<file path="config.mk">
export PLATFORM = sky130hd
export DESIGN_NAME = byteprog_seq
export DESIGN_NICKNAME = d
export VERILOG_FILES = /design/src/rtl/byteprog_pkg.sv /design/src/rtl/byteprog_rom.sv /design/src/rtl/byteprog_tick.sv /design/src/rtl/byteprog_ctrl.sv /design/src/rtl/byteprog_seq.sv
export SDC_FILE = /design/constraint.sdc
export NUM_CORES = 1
export LEC_CHECK = 0
export ABC_CLOCK_PERIOD_IN_PS = 2000
export BUFFER_PORTS_ARGS = -buffer_cell sky130_fd_sc_hd__buf_2
export CAP_MARGIN = 40
export CORE_ASPECT_RATIO = 0.8
export CORE_MARGIN = 3
export CORE_UTILIZATION = 57
export CTS_BUF_LIST = sky130_fd_sc_hd__clkbuf_4
export DETAILED_ROUTE_END_ITERATION = 8
export PLACE_DENSITY = 0.88
export RECOVER_POWER = 50
export SYNTH_ARGS = -nofsm -noshare
export SYNTH_HDL_FRONTEND = slang
export SYNTH_HIERARCHICAL = 1
export SYNTH_SLANG_ARGS = --single-unit
export TNS_END_PERCENT = 10
</file>
<file path="constraint.sdc">
create_clock -name clk -period 2 [get_ports clk]
set_input_delay 0.1 -clock clk [delete_from_list [all_inputs] [get_ports clk]]
set_output_delay 0.1 -clock clk [all_outputs]
set_load 0.03 [all_outputs]
</file>
<file path="src/rtl/byteprog_pkg.sv">
// Shared constants and types for the byte-program sequencer.
// Assumes opcode and terminator values are distinct single bytes.
package byteprog_pkg;

    localparam logic [7:0] OPC_PAUSE = 8'hF1;
    localparam logic [7:0] OPC_TEXT  = 8'hF2;
    localparam logic [7:0] OPC_STOP  = 8'hF0;
    localparam logic [7:0] TEXT_END  = 8'h00;

    typedef enum logic [2:0] {
        ST_OPF  = 3'd0,  // opcode read in flight
        ST_OP   = 3'd1,  // opcode on ROM output, decode
        ST_ARGF = 3'd2,  // pause operand read in flight
        ST_ARG  = 3'd3,  // pause operand on ROM output
        ST_WAIT = 3'd4,  // counting pause ticks
        ST_CHF  = 3'd5,  // character read in flight
        ST_CH   = 3'd6,  // character on ROM output
        ST_TX   = 3'd7   // character offered, awaiting ready
    } seq_state_t;

endpackage

</file>
<file path="src/rtl/byteprog_rom.sv">
// Constant program ROM with one cycle of read latency.
// PROG_SEL picks one of two built-in programs; addresses beyond a
// program read as 0x00, which decodes as an undefined opcode.
module byteprog_rom #(
    parameter int ADDR_W   = 9,
    parameter int PROG_SEL = 0
) (
    input  logic              clk,
    input  logic [ADDR_W-1:0] addr,
    output logic [7:0]        rdata
);

    // Program 0: pause, text, zero pause, empty text, pause, text, stop.
    function automatic logic [7:0] prog_main(input logic [ADDR_W-1:0] a);
        case (int'(a))
            0:  return 8'hF1;
            1:  return 8'h03;
            2:  return 8'hF2;
            3:  return 8'h48;
            4:  return 8'h69;
            5:  return 8'h00;
            6:  return 8'hF1;
            7:  return 8'h00;
            8:  return 8'hF2;
            9:  return 8'h00;
            10: return 8'hF1;
            11: return 8'h01;
            12: return 8'hF2;
            13: return 8'h47;
            14: return 8'h6F;
            15: return 8'h21;
            16: return 8'h00;
            17: return 8'hF0;
            18: return 8'hF2;
            19: return 8'h58;
            20: return 8'h00;
            default: return 8'h00;
        endcase
    endfunction

    // Program 1: pause, text, then an undefined opcode before more text.
    function automatic logic [7:0] prog_alt(input logic [ADDR_W-1:0] a);
        case (int'(a))
            0: return 8'hF1;
            1: return 8'h02;
            2: return 8'hF2;
            3: return 8'h41;
            4: return 8'h62;
            5: return 8'h00;
            6: return 8'h7E;
            7: return 8'hF2;
            8: return 8'h5A;
            9: return 8'h00;
            default: return 8'h00;
        endcase
    endfunction

    generate
        if (PROG_SEL == 0) begin : g_main
            // Registered read of the main program.
            always_ff @(posedge clk) rdata <= prog_main(addr);
        end else begin : g_alt
            // Registered read of the alternate program.
            always_ff @(posedge clk) rdata <= prog_alt(addr);
        end
    endgenerate

endmodule

</file>
<file path="src/rtl/byteprog_tick.sv">
// Prescaler that yields a one-cycle tick every DIV cycles.
// A clear restarts the count so the first tick follows DIV cycles later.
module byteprog_tick #(
    parameter int DIV = 8680
) (
    input  logic clk,
    input  logic rst_n,
    input  logic clr,
    output logic tick
);

    localparam int CW = (DIV > 2) ? $clog2(DIV) : 1;

    logic [CW-1:0] cnt;

    assign tick = (cnt == CW'(DIV - 1));

    // Count cycles, wrapping on tick and restarting on clear.
    always_ff @(posedge clk) begin
        if (!rst_n) begin
            cnt <= '0;
        end else if (clr || tick) begin
            cnt <= '0;
        end else begin
            cnt <= cnt + 1'b1;
        end
    end

endmodule

</file>
<file path="src/rtl/byteprog_ctrl.sv">
// Fetch/execute controller: walks the program counter over the ROM,
// decodes opcodes, times pauses and streams text with valid/ready.
// Assumes the ROM output reflects the address of the previous cycle.
module byteprog_ctrl
    import byteprog_pkg::*;
#(
    parameter int ADDR_W = 9
) (
    input  logic              clk,
    input  logic              rst_n,
    input  logic [7:0]        rom_q,
    output logic [ADDR_W-1:0] rom_addr,
    input  logic              tick,
    output logic              tick_clr,
    output logic [7:0]        tx_data,
    output logic              tx_valid,
    input  logic              tx_ready,
    output logic              halted,
    output seq_state_t        state_o,
    output logic [7:0]        dcnt_o
);

    seq_state_t        st;
    logic              stop_q;
    logic [ADDR_W-1:0] pc;
    logic [7:0]        dcnt;

    assign rom_addr = pc;
    assign tick_clr = (st == ST_ARG);
    assign halted   = stop_q;
    assign state_o  = st;
    assign dcnt_o   = dcnt;

    // Sequencer state, program counter, pause count and output byte.
    always_ff @(posedge clk) begin
        if (!rst_n) begin
            st       <= ST_OPF;
            stop_q   <= 1'b0;
            pc       <= '0;
            dcnt     <= '0;
            tx_valid <= 1'b0;
            tx_data  <= '0;
        end else if (!stop_q) begin
            case (st)
                ST_OPF: st <= ST_OP;
                ST_OP: begin
                    if (rom_q == OPC_PAUSE) begin
                        pc <= pc + 1'b1;
                        st <= ST_ARGF;
                    end else if (rom_q == OPC_TEXT) begin
                        pc <= pc + 1'b1;
                        st <= ST_CHF;
                    end else begin
                        stop_q <= 1'b1;
                    end
                end
                ST_ARGF: st <= ST_ARG;
                ST_ARG: begin
                    dcnt <= rom_q;
                    pc   <= pc + 1'b1;
                    st   <= (rom_q == 8'd0) ? ST_OPF : ST_WAIT;
                end
                ST_WAIT: begin
                    if (tick) begin
                        dcnt <= dcnt - 1'b1;
                        if (dcnt == 8'd1) begin
                            st <= ST_OPF;
                        end
                    end
                end
                ST_CHF: st <= ST_CH;
                ST_CH: begin
                    if (rom_q == TEXT_END) begin
                        pc <= pc + 1'b1;
                        st <= ST_OPF;
                    end else begin
                        tx_data  <= rom_q;
                        tx_valid <= 1'b1;
                        st       <= ST_TX;
                    end
                end
                ST_TX: begin
                    if (tx_ready) begin
                        tx_valid <= 1'b0;
                        pc       <= pc + 1'b1;
                        st       <= ST_CHF;
                    end
                end
                default: st <= ST_OPF;
            endcase
        end
    end

endmodule

</file>
<file path="src/rtl/byteprog_seq.sv">
// Top of the byte-program sequencer: ROM, tick prescaler, controller.
// TICK_DIV is the pause unit in clock cycles (at least 2).
module byteprog_seq #(
    parameter int ADDR_W   = 9,
    parameter int TICK_DIV = 8680,
    parameter int PROG_SEL = 0
) (
    input  logic       clk,
    input  logic       rst_n,
    output logic [7:0] tx_data,
    output logic       tx_valid,
    input  logic       tx_ready,
    output logic       halted
);

    import byteprog_pkg::*;

    logic [ADDR_W-1:0] rom_addr;
    logic [7:0]        rom_q;
    logic              tick;
    logic              tick_clr;
    seq_state_t        ctrl_state;
    logic [7:0]        ctrl_dcnt;

    byteprog_rom #(.ADDR_W(ADDR_W), .PROG_SEL(PROG_SEL)) u_rom (
        .clk   (clk),
        .addr  (rom_addr),
        .rdata (rom_q)
    );

    byteprog_tick #(.DIV(TICK_DIV)) u_tick (
        .clk   (clk),
        .rst_n (rst_n),
        .clr   (tick_clr),
        .tick  (tick)
    );

    byteprog_ctrl #(.ADDR_W(ADDR_W)) u_ctrl (
        .clk      (clk),
        .rst_n    (rst_n),
        .rom_q    (rom_q),
        .rom_addr (rom_addr),
        .tick     (tick),
        .tick_clr (tick_clr),
        .tx_data  (tx_data),
        .tx_valid (tx_valid),
        .tx_ready (tx_ready),
        .halted   (halted),
        .state_o  (ctrl_state),
        .dcnt_o   (ctrl_dcnt)
    );

endmodule

</file>
==> results of run 1 <==
## layer usage
layer / vias to the layer above / part of all wire, % / routed length [um] / global-route usage [%]
li1: 1264 / - / - / -
met5: - / 0 / 0 / 0
met1: 1205 / 46 / 3070 / 31.3
met3: 15 / 4.5 / 299 / 3.94
met4: 0 / 2.2 / 148 / 7.73
met2: 75 / 47 / 3120 / 35.6
## registers in the layout, indices dropped and copies added (netlist names)
signal,cells
u_ctrl/dcnt_o,8
u_ctrl/halted,1
u_ctrl/rom_addr,9
u_ctrl/state_o,3
u_ctrl/tx_data,8
u_ctrl/tx_valid,1
u_rom/rdata,8
u_tick/cnt,14
## per-stage QoR
stage / TNS, ns / hold WS, ns
detailed placement: -0.620 / 0.440
floorplan: 0 / 0.222
global route: -1.10 / 0.0484
finish: -0.0642 / 0.0650
CTS: -0.521 / 0.0477
global placement: -0.00211 / 0.431
## logic make-up after synthesis
group	share of synthesized area, %
AOI/OAI and AO/OA	18.0
DFF	36.6
and+or+nand+nor	28.4
adders and majority gates	4.40
buffers and inverters	4.62
xor gates and xnor gates	4.01
muxes	3.92
## Yosys cell counts, types with 4 or more instances
cell type / instances
sky130_fd_sc_hd__or4_1: 8
sky130_fd_sc_hd__ha_1: 10
sky130_fd_sc_hd__nor4_1: 10
sky130_fd_sc_hd__nand4_1: 4
sky130_fd_sc_hd__o21bai_1: 5
sky130_fd_sc_hd__nor3_1: 8
sky130_fd_sc_hd__nor2b_1: 8
sky130_fd_sc_hd__clkbuf_1: 7
sky130_fd_sc_hd__mux2i_1: 10
sky130_fd_sc_hd__o31ai_1: 6
sky130_fd_sc_hd__o21ai_0: 12
sky130_fd_sc_hd__buf_6: 4
sky130_fd_sc_hd__inv_1: 10
sky130_fd_sc_hd__o221a_2: 4
sky130_fd_sc_hd__nor2_1: 48
sky130_fd_sc_hd__xnor2_1: 9
sky130_fd_sc_hd__o21a_1: 4
sky130_fd_sc_hd__nand3_1: 10
sky130_fd_sc_hd__a21oi_1: 20
sky130_fd_sc_hd__nand2b_1: 5
sky130_fd_sc_hd__xor2_1: 4
sky130_fd_sc_hd__nand2_1: 12
sky130_fd_sc_hd__dfxtp_1: 52
## final cells by class
cell class,instances,share of cell area (%)
Clock inverter,2,1.85
Clock buffer,5,1.16
Tap cell,60,2.32
Inverter,10,1.16
Sequential cell,52,32.4
Timing Repair Buffer,41,8.34
Multi-Input combinational cell,252,52.7
## repair_timing
action | CTS | global route
hold endpoints to repair | 0 | 0
pin swaps | 1 | 0
setup endpoints to repair | 12 | 19
gates resized for setup | 7 | 12
gates cloned | 0 | 0
## power groups by stage
stage / Sequential (mW) / Combinational (mW) / Clock (mW)
after floorplan: 1.29 / 0.721 / 0
after detailed placement: 1.32 / 1.02 / 0
after global routing: 1.33 / 1.20 / 0.762
after CTS: 1.30 / 1.04 / 0.721
after global placement: 1.31 / 0.988 / 0
final: 1.31 / 1.10 / 0.703
## cells in the final DEF, fill, tap and decap left out, drive strengths merged, types with 4 or more instances in the layout
cell type  instances
a21oi             20
or4                9
nor2b              9
xnor2              9
nand2             12
nor4              11
o21ai             14
dfxtp             52
mux2i             10
nand2b             6
xor2               4
ha                10
nor3               9
o21a               4
nor2              48
o31ai              6
inv               10
o221a              4
nand4              4
buf               32
clkbuf            14
nand3             10
o21bai             5
## worst min path at each step
stage,startpoint,endpoint,slack [ns],depth (start not counted)
floorplan,rst_n,u_ctrl/dcnt_o[2],0.22,1
global placement,u_tick/cnt[0],u_tick/cnt[0],0.43,1
detailed placement,u_tick/cnt[0],u_tick/cnt[0],0.44,1
CTS,rst_n,u_ctrl/dcnt_o[5],0.05,2
global route,rst_n,u_ctrl/dcnt_o[0],0.05,2
finish,rst_n,u_ctrl/dcnt_o[5],0.06,2
==> metrics.yaml, run 1 <==
timing.critical_path.buf_inv: 1
filler_cell_count: 373
p_sw_mw: 1.10
largest_net_degree_at_the_start_of_global_routing: 18
p_seq_share_pct: 42.2
worst_ir_drop_vdd_uv: 635
setup_repair_after_global_routing_missed_its_margin: "true"
ff_latch_area_um2: 1050
drt-pass1-iter-count: 5
n_antenna_cell: 0
finish.cell_count_without_fillers: 422
detailedPlacementHpwl_um: 4590
drive_gt1_share_pct: 18.5
synth_seq_area_share_pct: 36.6
syn_area_um2: 2840
yosys.cell_types.count: 63
start_kind: "register"
r2r.worst_path.cells: 8
floorplan.initialDensity_pct: 60.4
synth.largest_area_cell: "sky130_fd_sc_hd__dfxtp_1"
worstHoldPathType: "in -> reg"
overflow_left_after_global_routing: 0
dieHeight_um: 69.2
r2r-end: "u_ctrl/dcnt_o[3]"
grt_pass1_wl_um: 11100
place.detailed.instances: 415
design.final.nets: 375
area_occupied_by_multi_input_gates_um2: 1710
dr.first_iter.drc_count: 205
timing.final.crit_period_ns: 2.02
h-tree-depth: 2
yosysWarnings: 6
synth-seq-cells: 52
clkLatencyLatePin_ns: 0.36
cell_area_reported_after_detailed_placement_um2: 3100
r2r_slack_ns: -0.02
stages_on_worst_setup_path: 8
report.final.setup_viol: 4
post_cts_hold_buffer_count: 0
power.total_mw: 3.11
cp.required_ns: 2.27
max_stage_delay_ns: 0.54
hold_violations: 0
pin_count: 13
slew_viol_final: 0
cts_tree: "built"
power.combinational.fraction_pct: 35.2
post_cts.repair.setup_buffers: 0
synth_area_leaders: "sky130_fd_sc_hd__dfxtp_1 (37%), sky130_fd_sc_hd__nor2_1 (6.3%), sky130_fd_sc_hd__ha_1 (4.4%), sky130_fd_sc_hd__a21oi_1 (3.5%), sky130_fd_sc_hd__mux2i_1 (3.5%)"
worst_setup_path_end_kind: "register"
die_x_um: 85.0
global_route.usage.total_pct: 22.7
route.final.wire_length_um: 6630
cts_made_buffers: 5
synth_nets: 343
detail-route-antenna-nets: 0
cts.sink_count: 52
crit_end: "u_ctrl/dcnt_o[3]"
worstMarginPinSlew_ns: 1.02
path_delay_family: "simple AND/OR/NAND/NOR gates"
synth_flop_cell: "sky130_fd_sc_hd__dfxtp_1"
critical_path.max_fanout: 16
rows: 22
crit_path_start: "u_tick/cnt[4]"
post-synth-top-area-fraction_pct: 36.6
route.vias.total: 2559
maxClockFrequency_mhz: 495
cellPowerDensity_nw_per_um2: 960
detail_route.drc_violations: 0
slew_headroom_pct: 31.1
port_buffer_count: 12
antenna_found_initial: 0
cts_buffer_depth: 2
fin_crit_sh_pct: 101
clock_power_share_pct: 22.6
final_core_utilization_pct: 68.8
finalWeightedCongestion: 0.864
leakagePower_nw: 1.18
critical_path_arrival_ns: 2.29
fp.dieArea_um2: 5880
p_int_mw: 2.01
critical_path.reg2reg.startpoint: "u_tick/cnt[4]"
critical_path.slowest_cell: "sky130_fd_sc_hd__or4_4"
area_growth_syn_to_layout_pct: 14.0
status: "finished with violations"
final_cell_area_um2: 3240
worstSetupPathType: "reg -> reg"
synth-edff-count: 0
drt-vias-per-instance: 6.06
syn-mean-instance-area_um2: 8.61
core_area_um2: 4710
clk_pin_slew_worst_paths_ns: 0.15
switching_share_pct: 35.3
setup_ws_ns: -0.0195
first_global_vias: 2413
place_ws_ns: -0.136
root_buffer: "sky130_fd_sc_hd__clkbuf_4"
number_of_instances_in_the_synthesized_netlist: 330
maxCapViolCount: 0
synthArstFlopShare_pct: 0
crit_chain: "or4_4, nor4_4, nor4bb_4, o21bai_1, buf_6, o21ai_1, o21ai_0, and2_1"
worst_setup_skew_after_layout_ns: 0.00882
wire_per_inst_um: 15.7
failed_checks: "setup timing"
No activity file was read; power rests on OpenSTA's default activity.
==> inputs of run 2 (changes only) <==
HOLD_SLACK_MARGIN = 0.03   (was not set)
RECOVER_POWER = not set   (was 50)
==> metrics.yaml, run 2 (synthesis gave the netlist of run 1 again) <==
setup_ws_ns: -0.0169
largest_register_ffs: 14
place.detailed.instances: 415
floorplan.initialDensity_pct: 60.4
r2r_slack_ns: -0.02
setup_tns_final_ns: -0.0481
clkLatencyLatePin_ns: 0.37
drt-vias-per-instance: 6.03
hold_violations: 0
power.combinational.fraction_pct: 35.3
core_area_um2: 4710
worstHoldPathType: "in -> reg"
worstMarginPinSlew_ns: 1.02
post_cts.repair.setup_buffers: 0
cp.required_ns: 2.27
cts_made_buffers: 5
crit_chain: "or4_4, nor4_4, nor4bb_4, o21bai_1, buf_6, o21ai_1, o21ai_0, and2_1"
cts.sink_count: 52
port_buffer_count: 12
maxCapViolCount: 0
p_sw_mw: 1.10
start_kind: "register"
detailedPlacementHpwl_um: 4590
pin_count: 13
final_core_utilization_pct: 69.1
setup_repair_after_global_routing_missed_its_margin: "true"
n_antenna_cell: 0
worst_setup_path_end_kind: "register"
critical_path.slowest_cell: "sky130_fd_sc_hd__or4_4"
worst_setup_skew_after_layout_ns: 0.0110
worst_ir_drop_vdd_uv: 633
dieHeight_um: 69.2
layout_common_cells: "sky130_fd_sc_hd__nor2_1 (48), sky130_fd_sc_hd__dfxtp_1 (44), sky130_fd_sc_hd__buf_4 (28), sky130_fd_sc_hd__a21oi_1 (20)"
switching_share_pct: 35.3
max_stage_delay_ns: 0.54
die_x_um: 85.0
fp.dieArea_um2: 5880
finalWeightedCongestion: 0.864
area_growth_syn_to_layout_pct: 14.3
fin_crit_sh_pct: 101
detail-route-antenna-nets: 0
slew_headroom_pct: 31.5
maxClockFrequency_mhz: 496
cts_tree: "built"
wire_per_inst_um: 15.7
overflow_left_after_global_routing: 0
drt-pass1-iter-count: 5
clock_power_share_pct: 22.6
design.final.nets: 375
mostFrequentLayoutCell: "sky130_fd_sc_hd__nor2_1"
h-tree-depth: 2
cellPowerDensity_nw_per_um2: 957
timing.critical_path.buf_inv: 1
first_global_vias: 2413
place_ws_ns: -0.136
p_seq_share_pct: 42.1
dr.first_iter.drc_count: 179
finish.cell_count_without_fillers: 422
report.final.setup_viol: 4
drive_gt1_share_pct: 21.0
global_route.usage.total_pct: 22.7
p_int_mw: 2.01
root_buffer: "sky130_fd_sc_hd__clkbuf_4"
clk_pin_slew_worst_paths_ns: 0.15
path_delay_family: "simple AND/OR/NAND/NOR gates"
detail_route.drc_violations: 0
grt_pass1_wl_um: 11100
critical_path_arrival_ns: 2.29
failed_checks: "setup timing"
worstSetupPathType: "reg -> reg"
route.final.wire_length_um: 6620
route.vias.total: 2545
critical_path.max_fanout: 16
status: "finished with violations"
slew_viol_final: 0
largest_net_degree_at_the_start_of_global_routing: 18
regMostFlops: "u_tick/cnt"
timing.final.crit_period_ns: 2.02
antenna_found_initial: 0
post_cts_hold_buffer_count: 0
leakagePower_nw: 1.22
rows: 22
cts_buffer_depth: 2
==> run 2: cell types whose count changed in the layout (fill, tap and decap cells not counted), sizes merged <==
| cell | before | now |
|---|---|---|
| buf | 32 | 41 |
| clkbuf | 14 | 5 |
==> run 2: worst paths after layout <==
| kind | from | endpoint | cells after the start |
|---|---|---|---|
| min | rst_n | u_ctrl/dcnt_o[5] | 2 |
| min reg2reg | u_tick/cnt[0] | u_tick/cnt[0] | 1 |
| max reg2reg | u_tick/cnt[4] | u_ctrl/dcnt_o[3] | 8 |
| max | u_tick/cnt[4] | u_ctrl/dcnt_o[3] | 8 |
==> run 2: what timing repair did <==
item,CTS,global route
setup endpoints to repair,12,19
gates cloned,0,0
endpoints found under the hold margin,0,0
resized for setup,7,12
pin swaps,1,0
==> run 2: worst register-to-register path, stage by stage (launching register included) <==
cell and delay, ns:
sky130_fd_sc_hd__dfxtp_1 0.34, sky130_fd_sc_hd__or4_4 0.54, sky130_fd_sc_hd__nor4_4 0.17, sky130_fd_sc_hd__nor4bb_4 0.23, sky130_fd_sc_hd__o21bai_1 0.12, sky130_fd_sc_hd__buf_6 0.16, sky130_fd_sc_hd__o21ai_1 0.13, sky130_fd_sc_hd__o21ai_0 0.08
sky130_fd_sc_hd__and2_1 0.15
==> run 2: routing by layer <==
layer,vias up,wire length (um),track usage [%]
li1,1263,-,-
met5,-,0,0
met1,1200,3030,31.3
met3,13,329,3.94
met4,0,143,7.73
met2,69,3120,35.6
==> run 2: layout make-up <==
type / count / area, um^2
inverter: 10 / 37.5
timing repair buffer: 41 / 282
tap: 60 / 75.1
clock inverter: 2 / 60.1
clock buffer: 5 / 37.5
sequential: 52 / 1050
multi-input combinational: 252 / 1710
fill: 371 / 1460
==> run 2: power groups by stage <==
stage | logic [mW] | registers [mW] | clock network (mW)
global route | 1.20 | 1.33 | 0.762
CTS | 1.04 | 1.30 | 0.721
finish | 1.10 | 1.31 | 0.703
floorplan | 0.721 | 1.29 | 0
detailed placement | 1.02 | 1.32 | 0
global placement | 0.988 | 1.31 | 0
==> run 2: per-stage QoR <==
step           instance area (um^2)  hold slack (ns)  total power, mW
6_report                       3250           0.0627             3.11
3_5_place_dp                   3100            0.440             2.34
3_3_place_gp                   3100            0.431             2.30
5_1_grt                        3250           0.0484             3.30
2_1_floorplan                  2850            0.222             2.01
4_1_cts                        3210           0.0477             3.06
==> inputs of run 3 (changes only) <==
CTS_CLUSTER_SIZE = 8   (was not set)
SYNTH_HIERARCHICAL = not set   (was 1)
==> metrics.yaml, run 3 <==
status: "finished with violations"
failed_checks: "setup timing"
yosys.cell_types.count: 54
start_kind: "register"
synth_area_leaders: "sky130_fd_sc_hd__dfxtp_1 (38%), sky130_fd_sc_hd__mux2i_1 (6.6%), sky130_fd_sc_hd__nor2_1 (6.0%), sky130_fd_sc_hd__nand3_1 (4.2%), sky130_fd_sc_hd__ha_1 (4.1%)"
wire_per_inst_um: 15.7
critical_path_arrival_ns: 2.43
worstMarginPinSlew_ns: 0.791
synth-seq-cells: 52
core_area_um2: 4390
area_growth_syn_to_layout_pct: 18.7
worstSetupPathType: "reg -> reg"
syn-mean-instance-area_um2: 8.27
worstHoldPathType: "in -> reg"
number_of_instances_in_the_synthesized_netlist: 330
yosysWarnings: 0
power.total_mw: 3.68
die_x_um: 83.4
worst_setup_skew_after_layout_ns: 0.0126
drt-pass1-iter-count: 5
grt_pass1_wl_um: 11100
setup_ws_ns: -0.178
timing.final.crit_period_ns: 2.18
synthArstFlopShare_pct: 0
route.final.wire_length_um: 6740
synth_flop_cell: "sky130_fd_sc_hd__dfxtp_1"
worst_setup_path_end_kind: "register"
overflow_left_after_global_routing: 0
post-synth-top-area-fraction_pct: 38.1
cts_buffer_depth: 2
cts.sink_count: 52
detail-route-antenna-nets: 0
worst_ir_drop_vdd_uv: 796
clk_pin_slew_worst_paths_ns: 0.16
design.final.nets: 383
global_route.usage.total_pct: 24.4
dr.first_iter.drc_count: 236
maxClockFrequency_mhz: 459
synth-edff-count: 0
critical_path.max_fanout: 5
route.vias.total: 2616
rows: 21
maxCapViolCount: 0
n_antenna_cell: 0
fin_crit_sh_pct: 109
port_buffer_count: 12
mostFrequentLayoutCell: "sky130_fd_sc_hd__dfxtp_1"
report.final.setup_viol: 32
clkLatencyLatePin_ns: 0.38
detail_route.drc_violations: 0
regMostFlops: "u_tick.cnt"
drt-vias-per-instance: 6.10
hold_violations: 0
detailedPlacementHpwl_um: 4760
yosys-top-cells-count: "sky130_fd_sc_hd__dfxtp_1 (52), sky130_fd_sc_hd__nor2_1 (44), sky130_fd_sc_hd__nand2_1 (27)"
syn_area_um2: 2730
fp.dieArea_um2: 5660
finalWeightedCongestion: 0.918
final_core_utilization_pct: 73.8
setup_tns_final_ns: -2.01
h-tree-depth: 2
place_ws_ns: -0.209
dieHeight_um: 67.9
largest_register_ffs: 14
cellPowerDensity_nw_per_um2: 1140
yosysMostFrequentCell: "sky130_fd_sc_hd__dfxtp_1"
first_global_vias: 2396
largest_net_degree_at_the_start_of_global_routing: 24
pin_count: 13
root_buffer: "sky130_fd_sc_hd__clkbuf_4"
drive_gt1_share_pct: 22.3
post_cts_hold_buffer_count: 0
cts_made_buffers: 5
slew_viol_final: 0
floorplan.initialDensity_pct: 62.2
slew_headroom_pct: 47.2
layout_common_cells: "sky130_fd_sc_hd__dfxtp_1 (49), sky130_fd_sc_hd__nor2_1 (44), sky130_fd_sc_hd__buf_4 (35), sky130_fd_sc_hd__nand2_1 (27), sky130_fd_sc_hd__nand3_1 (20)"
leakagePower_nw: 1.31
cts_tree: "built"
setup_repair_after_global_routing_missed_its_margin: "true"
synth_nets: 342
cp.required_ns: 2.25
synth.largest_area_cell: "sky130_fd_sc_hd__dfxtp_1"
synth_seq_area_share_pct: 38.1
antenna_found_initial: 0
run 3: worst paths after layout:
| kind | from | end | slack, ns | depth (start not counted) |
|---|---|---|---|---|
| hold / removal | tx_ready | u_ctrl.tx_valid | 0.11 | 4 |
| setup reg to reg | u_tick.cnt[10] | u_ctrl.dcnt_o[7] | -0.18 | 5 |
| hold reg to reg | u_ctrl.rom_addr[8] | u_ctrl.rom_addr[8] | 0.48 | 2 |
| setup / recovery | u_tick.cnt[10] | u_ctrl.dcnt_o[7] | -0.18 | 5 |
run 3: worst max-delay path, stage by stage (launching register included):
cell	delay [ns]
sky130_fd_sc_hd__dfxtp_2	0.35
sky130_fd_sc_hd__or4b_4	0.53
sky130_fd_sc_hd__or4_4	0.59
sky130_fd_sc_hd__o21a_4	0.27
sky130_fd_sc_hd__o311ai_2	0.21
sky130_fd_sc_hd__o41ai_1	0.10
run 3: logic make-up after synthesis:
kind of cell	synth area share, %
simple gates	25.2
compound gates	15.8
flops	38.1
buf+inv	4.63
mux	7.01
xor+xnor	5.13
fa+ha+maj	4.12
run 3: layout make-up:
class / instances / area, um^2
multi-input combinational: 247 / 1640
fill: 292 / 1150
sequential: 52 / 1040
timing repair buffer: 48 / 343
tap: 57 / 71.3
inverter: 17 / 63.8
clock inverter: 3 / 42.5
clock buffer: 5 / 37.5
run 3: repair_timing:
| action | 4_1_cts | 5_1_grt |
|---|---|---|
| setup buffers | 3 | 0 |
| hold endpoints to repair | 0 | 0 |
| pin swaps | 3 | 8 |
| setup endpoints to repair | 18 | 34 |
| resized for setup | 6 | 12 |
| cloned | 1 | 0 |
run 3: layer usage:
metal	global-route usage (%)	vias to the layer above	share of wire [%]	wire [um]
met4	7.14	0	1.3	87
met2	40.4	117	45	3060
met5	0	-	0	0
li1	-	1247	-	-
met3	4.93	12	9.1	610
met1	32.8	1240	44	2980
run 3: stage by stage:
step	cells	hold slack (ns)	cell area, um^2
2_1_floorplan	330	0.251	2730
3_3_place_gp	416	0.454	3050
3_5_place_dp	417	0.458	3060
4_1_cts	429	0.0990	3200
5_1_grt	429	0.115	3240
6_report	429	0.112	3240
run 3: report_power, final:
group / switching, mW / internal [mW]
Sequential: 0.133 / 1.19
Clock: 0.335 / 0.262
Combinational: 1.00 / 0.758
